[src/rtl/lhc_pkg.sv]
package lhc_pkg;
  typedef enum logic [1:0] {
    ST_ACQ  = 2'd0,
    ST_WAIT = 2'd1,
    ST_DATA = 2'd2
  } lhc_state_e;

  typedef enum logic [1:0] {
    FC_FILL0 = 2'd0,
    FC_FILL1 = 2'd1,
    FC_DATA  = 2'd2,
    FC_ERR   = 2'd3
  } frame_cls_e;

  typedef struct packed {
    logic force_fill;
    logic fill_sel;
    logic acq_dis;
    logic rx_active;
  } lhc_ctl_t;

  function automatic lhc_ctl_t ctl_of(lhc_state_e s);
    lhc_ctl_t c;
    unique case (s)
      ST_WAIT: c = '{force_fill: 1'b1, fill_sel: 1'b1, acq_dis: 1'b1, rx_active: 1'b0};
      ST_DATA: c = '{force_fill: 1'b0, fill_sel: 1'b1, acq_dis: 1'b1, rx_active: 1'b1};
      default: c = '{force_fill: 1'b1, fill_sel: 1'b0, acq_dis: 1'b0, rx_active: 1'b0};
    endcase
    return c;
  endfunction

  function automatic lhc_state_e next_of(lhc_state_e s);
    unique case (s)
      ST_ACQ:  return ST_WAIT;
      ST_WAIT: return ST_DATA;
      default: return ST_ACQ;
    endcase
  endfunction
endpackage

[src/rtl/lhc_run_ctr.sv]
// Counts consecutive hits on strobed steps; full_o marks the step that completes the run.
module lhc_run_ctr #(
  parameter int unsigned RUN = 2
) (
  input  logic clk_i,
  input  logic rst_ni,
  input  logic clr_i,
  input  logic step_i,
  input  logic hit_i,
  output logic full_o
);
  localparam int unsigned RW = (RUN > 1) ? $clog2(RUN) : 1;
  localparam logic [RW-1:0] TOP = RW'(RUN - 1);

  logic [RW-1:0] run_q;

  assign full_o = step_i & hit_i & (run_q == TOP);

  always_ff @(posedge clk_i or negedge rst_ni) begin
    if (!rst_ni) begin
      run_q <= '0;
    end else if (clr_i) begin
      run_q <= '0;
    end else if (step_i) begin
      if (!hit_i)           run_q <= '0;
      else if (run_q != TOP) run_q <= run_q + 1'b1;
    end
  end
endmodule

[src/rtl/lhc_holdoff.sv]
// Error hold-off: armed by resets or an error run, released after HOLD error-free frames.
module lhc_holdoff #(
  parameter int unsigned HOLD = 128
) (
  input  logic clk_i,
  input  logic rst_ni,
  input  logic arm_i,
  input  logic step_i,
  input  logic bad_i,
  output logic hold_o
);
  localparam int unsigned CW = (HOLD > 1) ? $clog2(HOLD) : 1;
  localparam logic [CW-1:0] LAST = CW'(HOLD - 1);

  logic          hold_q;
  logic [CW-1:0] cnt_q;

  assign hold_o = hold_q;

  always_ff @(posedge clk_i or negedge rst_ni) begin
    if (!rst_ni) begin
      hold_q <= 1'b1;
      cnt_q  <= '0;
    end else if (arm_i) begin
      hold_q <= 1'b1;
      cnt_q  <= '0;
    end else if (step_i && hold_q) begin
      if (bad_i) begin
        cnt_q <= '0;
      end else if (cnt_q == LAST) begin
        hold_q <= 1'b0;
        cnt_q  <= '0;
      end else begin
        cnt_q <= cnt_q + 1'b1;
      end
    end
  end
endmodule

[src/rtl/link_handshake_ctrl.sv]
module link_handshake_ctrl
  import lhc_pkg::*;
#(
  parameter int unsigned CONFIRM_FRAMES = 2,
  parameter int unsigned ERR_RUN        = 2,
  parameter int unsigned HOLD_FRAMES    = 128
) (
  input  logic       clk_i,
  input  logic       rst_ni,
  input  logic       link_rst_a_ni,
  input  logic       link_rst_b_ni,
  input  logic       frame_vld_i,
  input  logic [1:0] frame_cls_i,
  output logic       force_fill_o,
  output logic       fill_sel_o,
  output logic       acq_dis_o,
  output logic       rx_active_o
);
  lhc_state_e state_q;
  frame_cls_e cls;
  lhc_ctl_t   ctl;
  logic link_rst, is_bad, ind, deb_full, bad_run, hold, take;

  assign cls      = frame_cls_e'(frame_cls_i);
  assign link_rst = ~link_rst_a_ni | ~link_rst_b_ni;
  assign is_bad   = (cls == FC_ERR);

  // per-state indication that the peer has advanced
  always_comb begin
    unique case (state_q)
      ST_ACQ:  ind = (cls == FC_FILL0) | (cls == FC_FILL1);
      ST_WAIT: ind = (cls == FC_FILL1) | (cls == FC_DATA);
      default: ind = (cls == FC_FILL0);
    endcase
  end

  assign take = deb_full & ~((state_q == ST_ACQ) & hold);

  lhc_run_ctr #(.RUN(CONFIRM_FRAMES)) u_confirm (
    .clk_i (clk_i),
    .rst_ni(rst_ni),
    .clr_i (link_rst | bad_run | take),
    .step_i(frame_vld_i),
    .hit_i (ind),
    .full_o(deb_full)
  );

  lhc_run_ctr #(.RUN(ERR_RUN)) u_err_run (
    .clk_i (clk_i),
    .rst_ni(rst_ni),
    .clr_i (link_rst),
    .step_i(frame_vld_i),
    .hit_i (is_bad),
    .full_o(bad_run)
  );

  lhc_holdoff #(.HOLD(HOLD_FRAMES)) u_holdoff (
    .clk_i (clk_i),
    .rst_ni(rst_ni),
    .arm_i (link_rst | bad_run),
    .step_i(frame_vld_i),
    .bad_i (is_bad),
    .hold_o(hold)
  );

  always_ff @(posedge clk_i or negedge rst_ni) begin
    if (!rst_ni)                 state_q <= ST_ACQ;
    else if (link_rst || bad_run) state_q <= ST_ACQ;
    else if (take)               state_q <= next_of(state_q);
  end

  assign ctl          = ctl_of(state_q);
  assign force_fill_o = ctl.force_fill;
  assign fill_sel_o   = ctl.fill_sel;
  assign acq_dis_o    = ctl.acq_dis;
  assign rx_active_o  = ctl.rx_active;
endmodule

[config.mk]
export PLATFORM = sky130hd
export DESIGN_NAME = link_handshake_ctrl
export DESIGN_NICKNAME = d
export VERILOG_FILES = /design/src/rtl/lhc_pkg.sv /design/src/rtl/lhc_run_ctr.sv /design/src/rtl/lhc_holdoff.sv /design/src/rtl/link_handshake_ctrl.sv
export SDC_FILE = /design/constraint.sdc
export NUM_CORES = 1
export LEC_CHECK = 0
export BUFFER_PORTS_ARGS = -buffer_cell sky130_fd_sc_hd__clkbuf_2
export CAP_MARGIN = 30
export CORE_MARGIN = 1
export CORE_UTILIZATION = 58
export DETAILED_ROUTE_END_ITERATION = 16
export GPL_ROUTABILITY_DRIVEN = 0
export PLACE_DENSITY = 0.89
export SETUP_SLACK_MARGIN = 0.02
export SKIP_CTS_REPAIR_TIMING = 1
export SYNTH_ARGS = -nofsm -noshare
export SYNTH_HDL_FRONTEND = slang
export SYNTH_SLANG_ARGS = --single-unit
[constraint.sdc]
create_clock -name clk_i -period 2.9 [get_ports clk_i]
set_input_delay 0.58 -clock clk_i [delete_from_list [all_inputs] [get_ports clk_i]]
set_output_delay 0.58 -clock clk_i [all_outputs]
set_load 0.01 [all_outputs]
==> results.md, run 1 <==
* Status: finished, final reports clean
* Final hold slack at 0.167 ns
* Worst setup margin at 1.09 ns
* Max-Cap Viols at 0
* Nets at 112
* Syn Nets at 99
* Antenna Nets Post-Route at 0
* Hold Fails Final Rpt at 0
* Crit path to: acq_dis_o
* Worst setup SP type: flip-flop
* Sequential area share after synthesis at 38.6%
* Critical path endpoint category: primary output
* Reg2reg setup slack at 1.31 ns
* Mapped Avg Cell Area at 9.09 sq um
* Final Setup Violations at 0
* Post-Syn Instances at 86
* Max stage delay on crit path at 0.40 ns
* Leakage power at 0.375 nW
* Max Freq at 552 MHz
* Dpl ws at 1.07 ns
* WS Path Type: reg2out
* Die area at 1500 sq um
* Global route total overflow at 0
* Worst r2r path cells at 4
* Die Y at 38.7 microns
* Worst endpoint required time at 2.32 ns
* Initial DRC Count at 13
* H-tree depth at 1
* CTS sink cnt at 12
* Worst-skew pair later-pin latency at 0.28 ns
* Dpl cells at 108
* Power Total at 332 uW
* Fill cell count at 91
* Final wirelength at 1370 microns
* Drt drc at 0
* Via count at 660
* Synth top area share at 35.2%
* Antenna violations before repair at 0
* Vias in the first global route at 550
* Fraction of layout cells with a size suffix above 1 at 19.4%
* Register Area at 302 sq um
* Tightest Pin Transition at 0.301 ns
* N_diodes at 0
* Synth unique cells at 34
* RSZ-0062 raised after global routing: no
* Placeable Area at 1190 sq um
* Largest net degree at the start of global routing at 13
* Die W at 38.7 microns
* Final Non-Filler Cells at 112
* Clk buf depth at 2
* Synth Warn # at 0
* Worst clock skew at 0.00224 ns
* Area grow syn2layout at 10.9%
* CTS Root Cell: clkbuf_4
* Synth Area in Adders at 9.60%
* CTS tree: built
* Hold crit path type: in2async
* CP Max Fanout at 4
* IO Port Bufs at 10
* Critical Path Start: state_q[0]
* Clock Pin Slew Worst Setup and Hold Paths at 0.07 ns
* Slew Limit Fails at 0
* DP Area at 831 sq um
* Via/cell ratio at 5.89
* Cell Pwr Density at 383 nW/um^2
* Post-Layout Inst Area at 867 sq um
* Fin Setup TNS at 0 ns
* Io pins at 11
* Reg2reg end: u_holdoff.cnt_q[5]
* Area of the multi-input gates at 447 sq um
* Cts bufs inserted at 3
* DR WL/cell at 12.2 microns
* Post-DP HPWL at 1110 microns
* CP max-delay cell: dfrtp_1
* Worst slew margin at 79.9%
* First-pass GRT wire length at 2310 microns
* Synth Area in Compound Gates at 19.0%
* Cell accounting for the most synthesized area: dfrtp_1
* XOR/XNOR share of the synthesized area at 2.24%
* Largest family of logic cells by synthesized area: simple AND/OR/NAND/NOR gates
* Post-Synth Simple-Gate Area at 25.0%
* Worst path arrival time at 1.23 ns
* Final core occ at 73.1%
* Final Cycle Share at 62.4%
* Worst VDD drop at 0.000246 V
* Min Tclk post-route at 1.81 ns
* Flops & latches, synth at 12
* Top cells by area, synth: dfrtp_1 35%, ha_1 9.6%, nand2_1 4.8%, a21oi_1 3.8%, o31ai_1 3.8%
* Synthesized area at 782 sq um
* Worst R2R Start: u_holdoff.hold_o
* All-layer global routing usage at 23.5%
* Initial Util at 65.9%
* Std-Cell Rows at 12
* First-pass iteration count of the detailed router at 4
* Mux share of post-synthesis cell area at 1.28%
* CP Cell Sequence: inv_1, ha_1, clkbuf_2
-- synthesized netlist by cell type, drive strengths merged --
cell type and number:
a311oi 1, xor2 1, xnor2 1, nand4 4, o21ba 1, nor2 5, buf 2, and2 3
o21a 1, and4 1, o41ai 1, or4 1, o21ai 5, nor3 2, a21oi 6, o31ai 4
dfrtp 11, nand4b 1, dfstp 1, nand3 3, mux2i 1, nand2 11, nor2b 2, inv 4
o21bai 1, nand2b 1, a31oi 2, a41oi 1, and3 2, ha 6
-- cells in the final DEF, fill, tap and decap left out, types with 2 or more instances in the layout --
| master | Yosys | layout |
|---|---|---|
| clkbuf_2 | 0 | 10 |
| nand4_1 | 4 | 4 |
| o21ai_0 | 4 | 4 |
| nand2_1 | 10 | 10 |
| nor2b_1 | 2 | 2 |
| dfrtp_1 | 11 | 11 |
| and2_1 | 3 | 3 |
| and3_1 | 2 | 2 |
| ha_1 | 6 | 6 |
| inv_1 | 4 | 4 |
| o31ai_1 | 4 | 4 |
| nand3_1 | 3 | 3 |
| a21oi_1 | 6 | 6 |
| clkbuf_4 | 0 | 3 |
| nor2_1 | 5 | 5 |
| a31oi_1 | 2 | 2 |
-- power breakdown --
part | switching (mW) | leakage [nW] | internal, mW | total (mW)
registers | 0.00112 | 0.164 | 0.169 | 0.170
logic | 0.0202 | 0.190 | 0.0105 | 0.0307
clock network | 0.0551 | 0.0210 | 0.0764 | 0.132
-- how the worst min path moves through the flow --
stage	startpoint	to	slack, ns	cells past startpoint
after floorplan	rst_ni	state_q[0]	0.28	0
after global placement	rst_ni	u_confirm.run_q	0.47	1
after detailed placement	rst_ni	u_confirm.run_q	0.48	1
after CTS	rst_ni	u_holdoff.cnt_q[1]	0.18	1
after global routing	rst_ni	u_confirm.run_q	0.18	1
final	rst_ni	u_holdoff.cnt_q[3]	0.17	1
-- logic make-up (layout without fill, tap and decap cells) --
group	Yosys count	in the layout
adders and majority gates	6	6
DFF	12	12
buffers and inverters	6	18
muxes	1	1
AOI/OAI and AO/OA	23	23
and+or+nand+nor	36	36
xor gates and xnor gates	2	2
-- layer usage --
| metal | global-route usage, % | wire length (microns) | up-vias |
|---|---|---|---|
| met4 | 7.76 | 18 | 0 |
| met3 | 8.67 | 64 | 3 |
| li1 | - | - | 343 |
| met1 | 31.5 | 681 | 302 |
| met5 | 0 | 0 | - |
| met2 | 34.6 | 604 | 12 |
-- sequential cells by signal, summed over array words and instances, names as in the netlist --
name / count
state_q: 2
u_confirm.run_q: 1
u_err_run.run_q: 1
u_holdoff.cnt_q: 7
u_holdoff.hold_o: 1
-- area by class of cell --
cell class,instances,share of cell area (%)
Clock buffer,4,4.18
Inverter,4,1.73
Multi-Input combinational cell,68,51.5
Sequential cell,12,34.8
Tap cell,14,2.02
Timing Repair Buffer,10,5.77
-- worst max-delay path: cells and delay by family, from the launching register on --
kind	cells	cell delay [ns]
buf+inv	2	0.24
fa+ha+maj	1	0.32
flops	1	0.40
Power figures use the tool's default switching activity.
==> run 2: changes to the inputs <==
Settings changed: CORE_UTILIZATION 58 to 49, PLACE_DENSITY 0.89 to 0.81.
Clock period 2.9 ns to 1.5 ns, I/O delays scaled along.
==> results.md, run 2 (synthesized netlist as in run 1, its figures left out) <==
* Status: finished, final reports clean
* Highest routed layer: met4
* CP bufs+invs at 1
* Max-Cap Viols at 0
* Via count at 768
* Largest net degree at the start of global routing at 13
* Leakage power at 0.456 nW
* Slew Limit Fails at 0
* Routed wl met2 at 925 microns
* Min Tclk post-route at 1.47 ns
* Clock Pin Slew Worst Setup and Hold Paths at 0.08 ns
* Worst path arrival time at 1.63 ns
* Combinational share of power at 13.1%
* Largest register FFs at 7
* Std-Cell Rows at 14
* Worst clock skew at 0.00267 ns
* CTS sink cnt at 12
* N_diodes at 0
* Worst path top cell family by delay: compound AO/OA/AOI/OAI gates
* Clk buf depth at 2
* Hold crit path type: in2reg
* Fill cell count at 111
* Tightest Pin Transition at 0.322 ns
* Fraction of layout cells with a size suffix above 1 at 38.9%
* Final wirelength at 1910 microns
* CTS tree: built
* RSZ-0062 raised after global routing: yes
* WS Path Type: reg2reg
* Nets at 127
* Met3 wire length at 91 microns
* Drt drc at 0
* Commonest non-fill, non-tap cell in the layout: buf_4
* Post-Route M1 WL at 859 microns
* Area grow syn2layout at 33.4%
* All-layer global routing usage at 22.5%
* Io pins at 11
* Net Switching at 169 uW
* Die area at 1760 sq um
* CTS Root Cell: clkbuf_4
* Die Y at 42.0 microns
* Reg2reg setup slack at 0.03 ns
* Switching Share at 24.8%
* CP Max Fanout at 4
* Die W at 42.0 microns
* Worst-skew pair later-pin latency at 0.28 ns
* Cell Pwr Density at 653 nW/um^2
* Worst slew margin at 78.6%
* Max stage delay on crit path at 0.43 ns
* Antenna violations before repair at 0
* Critical path endpoint category: flip-flop
* IO Port Bufs at 10
* Commonest non-fill, non-tap cells in the layout: 14 x buf_4, 11 x dfrtp_1, 10 x nand2_1, 7 x clkbuf_2
* Post-DP HPWL at 1280 microns
* Largest registers: u_holdoff.cnt_q (7), state_q (2)
* First-pass GRT wire length at 2940 microns
* Worst setup SP type: flip-flop
* Worst endpoint required time at 1.66 ns
* CP max-delay cell: dfrtp_1
* Max Freq at 679 MHz
* Hold Fails Final Rpt at 0
* Placeable Area at 1510 sq um
* Via/cell ratio at 5.95
* Worst VDD drop at 0.000614 V
* Initial DRC Count at 34
* Antenna Nets Post-Route at 0
* First-pass iteration count of the detailed router at 4
* Final Setup Violations at 0
* Fin Setup TNS at 0 ns
* DR WL/cell at 14.8 microns
* H-tree depth at 1
* Sequential power share at 48.1%
* Final Cycle Share at 98.2%
* Biggest register: u_holdoff.cnt_q
* Cts bufs inserted at 3
* Initial Util at 51.9%
* Clock power share at 38.9%
* Internal power at 513 uW
* Vias in the first global route at 697
* Final hold slack at 0.331 ns
* CP Cell Sequence: inv_2, ha_4, nor2b_2, o21ba_2, o31ai_1, a21oi_2
* Global route total overflow at 0
## run 2: changes by cell type in the layout (fill, tap and decap cells not counted), moves of 2 or more
cell,change
buf_4,+14
clkbuf_2,-3
a21oi_1,-2
a21oi_2,+2
buf_6,+2
inv_1,-2
inv_2,+2
## run 2: final timing paths
| path | startpoint | end | depth (start not counted) |
|---|---|---|---|
| worst max-delay path | state_q[0] | state_q[1] | 6 |
| worst min-delay path | link_rst_a_ni | u_err_run.run_q | 3 |
| worst max register to register | state_q[0] | state_q[1] | 6 |
| worst min register to register | u_holdoff.hold_o | u_holdoff.hold_o | 2 |
| max in group asynchronous | rst_ni | u_holdoff.hold_o | 2 |
| min in group asynchronous | rst_ni | state_q[0] | 2 |
## run 2: metal layers
layer / global-route usage [%] / up-vias
met2: 35.9 / 25
met3: 5.22 / 4
li1: - / 371
met4: 9.68 / 0
met5: 0 / -
met1: 29.1 / 368
## run 2: layout make-up
class	count	area, sq um	area share [%]
inverter	4	15.0	1.44
timing repair buffer	25	178	17.0
clock buffer	4	36.3	3.48
sequential	12	302	28.9
tap	16	20.0	1.92
multi-input combinational	68	493	47.2
## run 2: per-stage QoR
step	instance area [sq um]	utilization (%)	instances	power, mW	setup WS [ns]
3_5_place_dp	916	60.8	121	0.411	0.0112
6_report	1040	69.3	129	0.682	0.0269
3_3_place_gp	916	60.8	121	0.409	0.0290
2_1_floorplan	782	-	86	0.372	0.0501
4_1_cts	952	63.2	125	0.671	-0.0304
5_1_grt	1040	69.3	129	0.708	-0.0102
## run 2: worst reg2reg max path: cells and delay by family, from the launching register on
family                   cells  cell delay [ns]
AO/OA/AOI/OAI                3             0.61
flip-flops                   1             0.43
buffers and inverters        1             0.11
AND/OR/NAND/NOR              1             0.04
adder cells (fa/ha/maj)      1             0.16
## run 2: power groups by stage
| stage | Combinational [mW] | Clock (mW) | Sequential [mW] |
|---|---|---|---|
| 2_1_floorplan | 0.0377 | 0 | 0.334 |
| 3_3_place_gp | 0.0757 | 0 | 0.334 |
| 3_5_place_dp | 0.0773 | 0 | 0.334 |
| 4_1_cts | 0.0783 | 0.265 | 0.328 |
| 5_1_grt | 0.0976 | 0.283 | 0.328 |
| 6_report | 0.0891 | 0.265 | 0.328 |
==> run 3: changes to the inputs <==
Settings changed: ABC_AREA set to 1, PLACE_DENSITY 0.81 to 0.8.
==> results.md, run 3 <==
* Biggest register: u_holdoff.cnt_q
* Worst setup SP type: flip-flop
* Leakage power at 0.521 nW
* Reg2reg setup slack at 0.10 ns
* Commonest cells post-synth: 28 x nand2_1, 18 x inv_1, 16 x nor2_1
* CTS Root Cell: clkbuf_4
* Post-DP HPWL at 1200 microns
* Most frequent cell after synthesis: nand2_1
* IO Port Bufs at 10
* Final wirelength at 1700 microns
* Synth unique cells at 19
* Worst-skew pair later-pin latency at 0.27 ns
* Met1 usage at 28.0%
* Worst endpoint required time at 1.20 ns
* Tightest Pin Transition at 0.308 ns
* Slew Limit Fails at 0
* Worst VDD drop at 0.000529 V
* Std-Cell Rows at 14
* Synth top area share at 34.7%
* Power Total at 727 uW
* Nets at 142
* Die area at 1780 sq um
* Flops & latches, synth at 12
* Sequential area share after synthesis at 38.0%
* Placeable Area at 1510 sq um
* Synth Warn # at 0
* First-pass iteration count of the detailed router at 4
* Synthesized area at 793 sq um
* Fill cell count at 129
* Max Freq at 687 MHz
* WS Path Type: reg2out
* Worst slew margin at 79.5%
* Hold crit path type: in2reg
* Area of the multi-input gates at 433 sq um
* Largest register FFs at 7
* Busiest metal layer after global routing: met2
* Register Area at 302 sq um
* Global route total overflow at 0
* Worst clock skew at 0.00119 ns
* Area grow syn2layout at 20.7%
* Antenna Nets Post-Route at 0
* Hold Fails Final Rpt at 0
* Largest registers: u_holdoff.cnt_q (7), state_q (2)
* Min Tclk post-route at 1.45 ns
* EDFF count, synth at 0
* First-pass GRT wire length at 2840 microns
* Antenna violations before repair at 0
* Syn Nets at 124
* Status: finished, final reports clean
* Grt met2 use at 31.4%
* Clk buf depth at 2
* Via/cell ratio at 5.24
* Global-route met3 utilization at 3.88%
* All-layer global routing usage at 20.6%
* Cell Pwr Density at 759 nW/um^2
* H-tree depth at 1
* Most used flip-flop cell after synthesis: dfrtp_1
* Mapped Avg Cell Area at 7.15 sq um
* Initial Util at 52.7%
* Initial DRC Count at 18
* Commonest non-fill, non-tap cells in the layout: 28 x nand2_1, 16 x inv_1, 16 x nor2_1, 11 x nand3_1, 11 x dfrtp_1
* Largest net degree at the start of global routing at 13
* RSZ-0062 raised after global routing: yes
* CTS sink cnt at 12
* Die W at 42.2 microns
* Via count at 754
* Final Cycle Share at 97.0%
* CTS tree: built
* Clock Pin Slew Worst Setup and Hold Paths at 0.08 ns
* Top cells by area, synth: dfrtp_1 35%, nand2_1 13%, ha_1 9.5%, inv_1 8.5%, nand3_1 7.6%
* Post-Syn Instances at 111
* Critical path endpoint category: primary output
* Die Y at 42.2 microns
* CP Max Fanout at 4
* Drt drc at 0
* Worst path arrival time at 1.15 ns
* Async S/R FF share, synth at 100%
* Io pins at 11
* Final hold slack at 0.277 ns
* N_diodes at 0
* DR WL/cell at 11.8 microns
* Vias in the first global route at 680
* Max-Cap Viols at 0
* Commonest non-fill, non-tap cell in the layout: nand2_1
* Cell accounting for the most synthesized area: dfrtp_1
* Fraction of layout cells with a size suffix above 1 at 21.9%
* Final Setup Violations at 0
* Cts bufs inserted at 3
[run 3: changes by cell type in the layout (fill, tap and decap cells not counted), moves of 3 or more]
cell,delta
nand2_1,+18
buf_4,-11
inv_1,+14
nor2_1,+11
o31ai_1,-3
nand3_1,+8
[run 3: path summary, 6_finish.rpt]
check,from,end,depth (start not counted)
min in group asynchronous,rst_ni,u_holdoff.cnt_q[3],2
max in group asynchronous,rst_ni,u_holdoff.hold_o,2
max,state_q[0],acq_dis_o,3
min,link_rst_a_ni,u_err_run.run_q,3
min reg2reg,u_holdoff.hold_o,u_holdoff.hold_o,2
max reg2reg,state_q[0],state_q[1],9
[run 3: power breakdown]
group	internal (mW)	switching, mW
clock	0.147	0.110
sequential	0.332	0.00775
combinational	0.0557	0.0743
[run 3: area by class of cell]
type,count,share of cell area [%]
sequential,12,31.5
inverter,19,7.45
timing repair buffer,14,9.93
tap,16,2.09
clock buffer,4,3.79
multi-input combinational,79,45.2
[run 3: logic make-up (layout without fill, tap and decap cells)]
kind of cell	after synthesis	count (layout)	synth area share (%)
simple gates	63	63	35.0
buf+inv	20	37	9.94
flops	12	12	38.0
compound gates	8	8	5.36
fa+ha+maj	6	6	9.46
xor+xnor	2	2	2.21
[run 3: metrics by stage]
stage                     util (%)  std cells  cell area [sq um]  setup slack, ns  TNS [ns]
after floorplan                  -        111                793            0.239         0
after global placement        56.8        136                856            0.131         0
after detailed placement      56.8        136                856           0.0756         0
after CTS                     59.2        140                892          -0.0227   -0.0424
after global routing          63.5        144                957         -0.00730   -0.0179
final                         63.5        144                957           0.0452         0
[run 3: per-layer routing]
layer | part of all wire (%) | vias up
met2 | 50 | 24
li1 | - | 379
met3 | 4.3 | 4
met5 | 0 | -
met1 | 45 | 347
met4 | 1.1 | 0
[run 3: worst max-delay path, cell delays in order (launching register included)]
cell and delay, ns:
dfrtp_1 0.42, inv_2 0.09, ha_4 0.29, buf_6 0.10
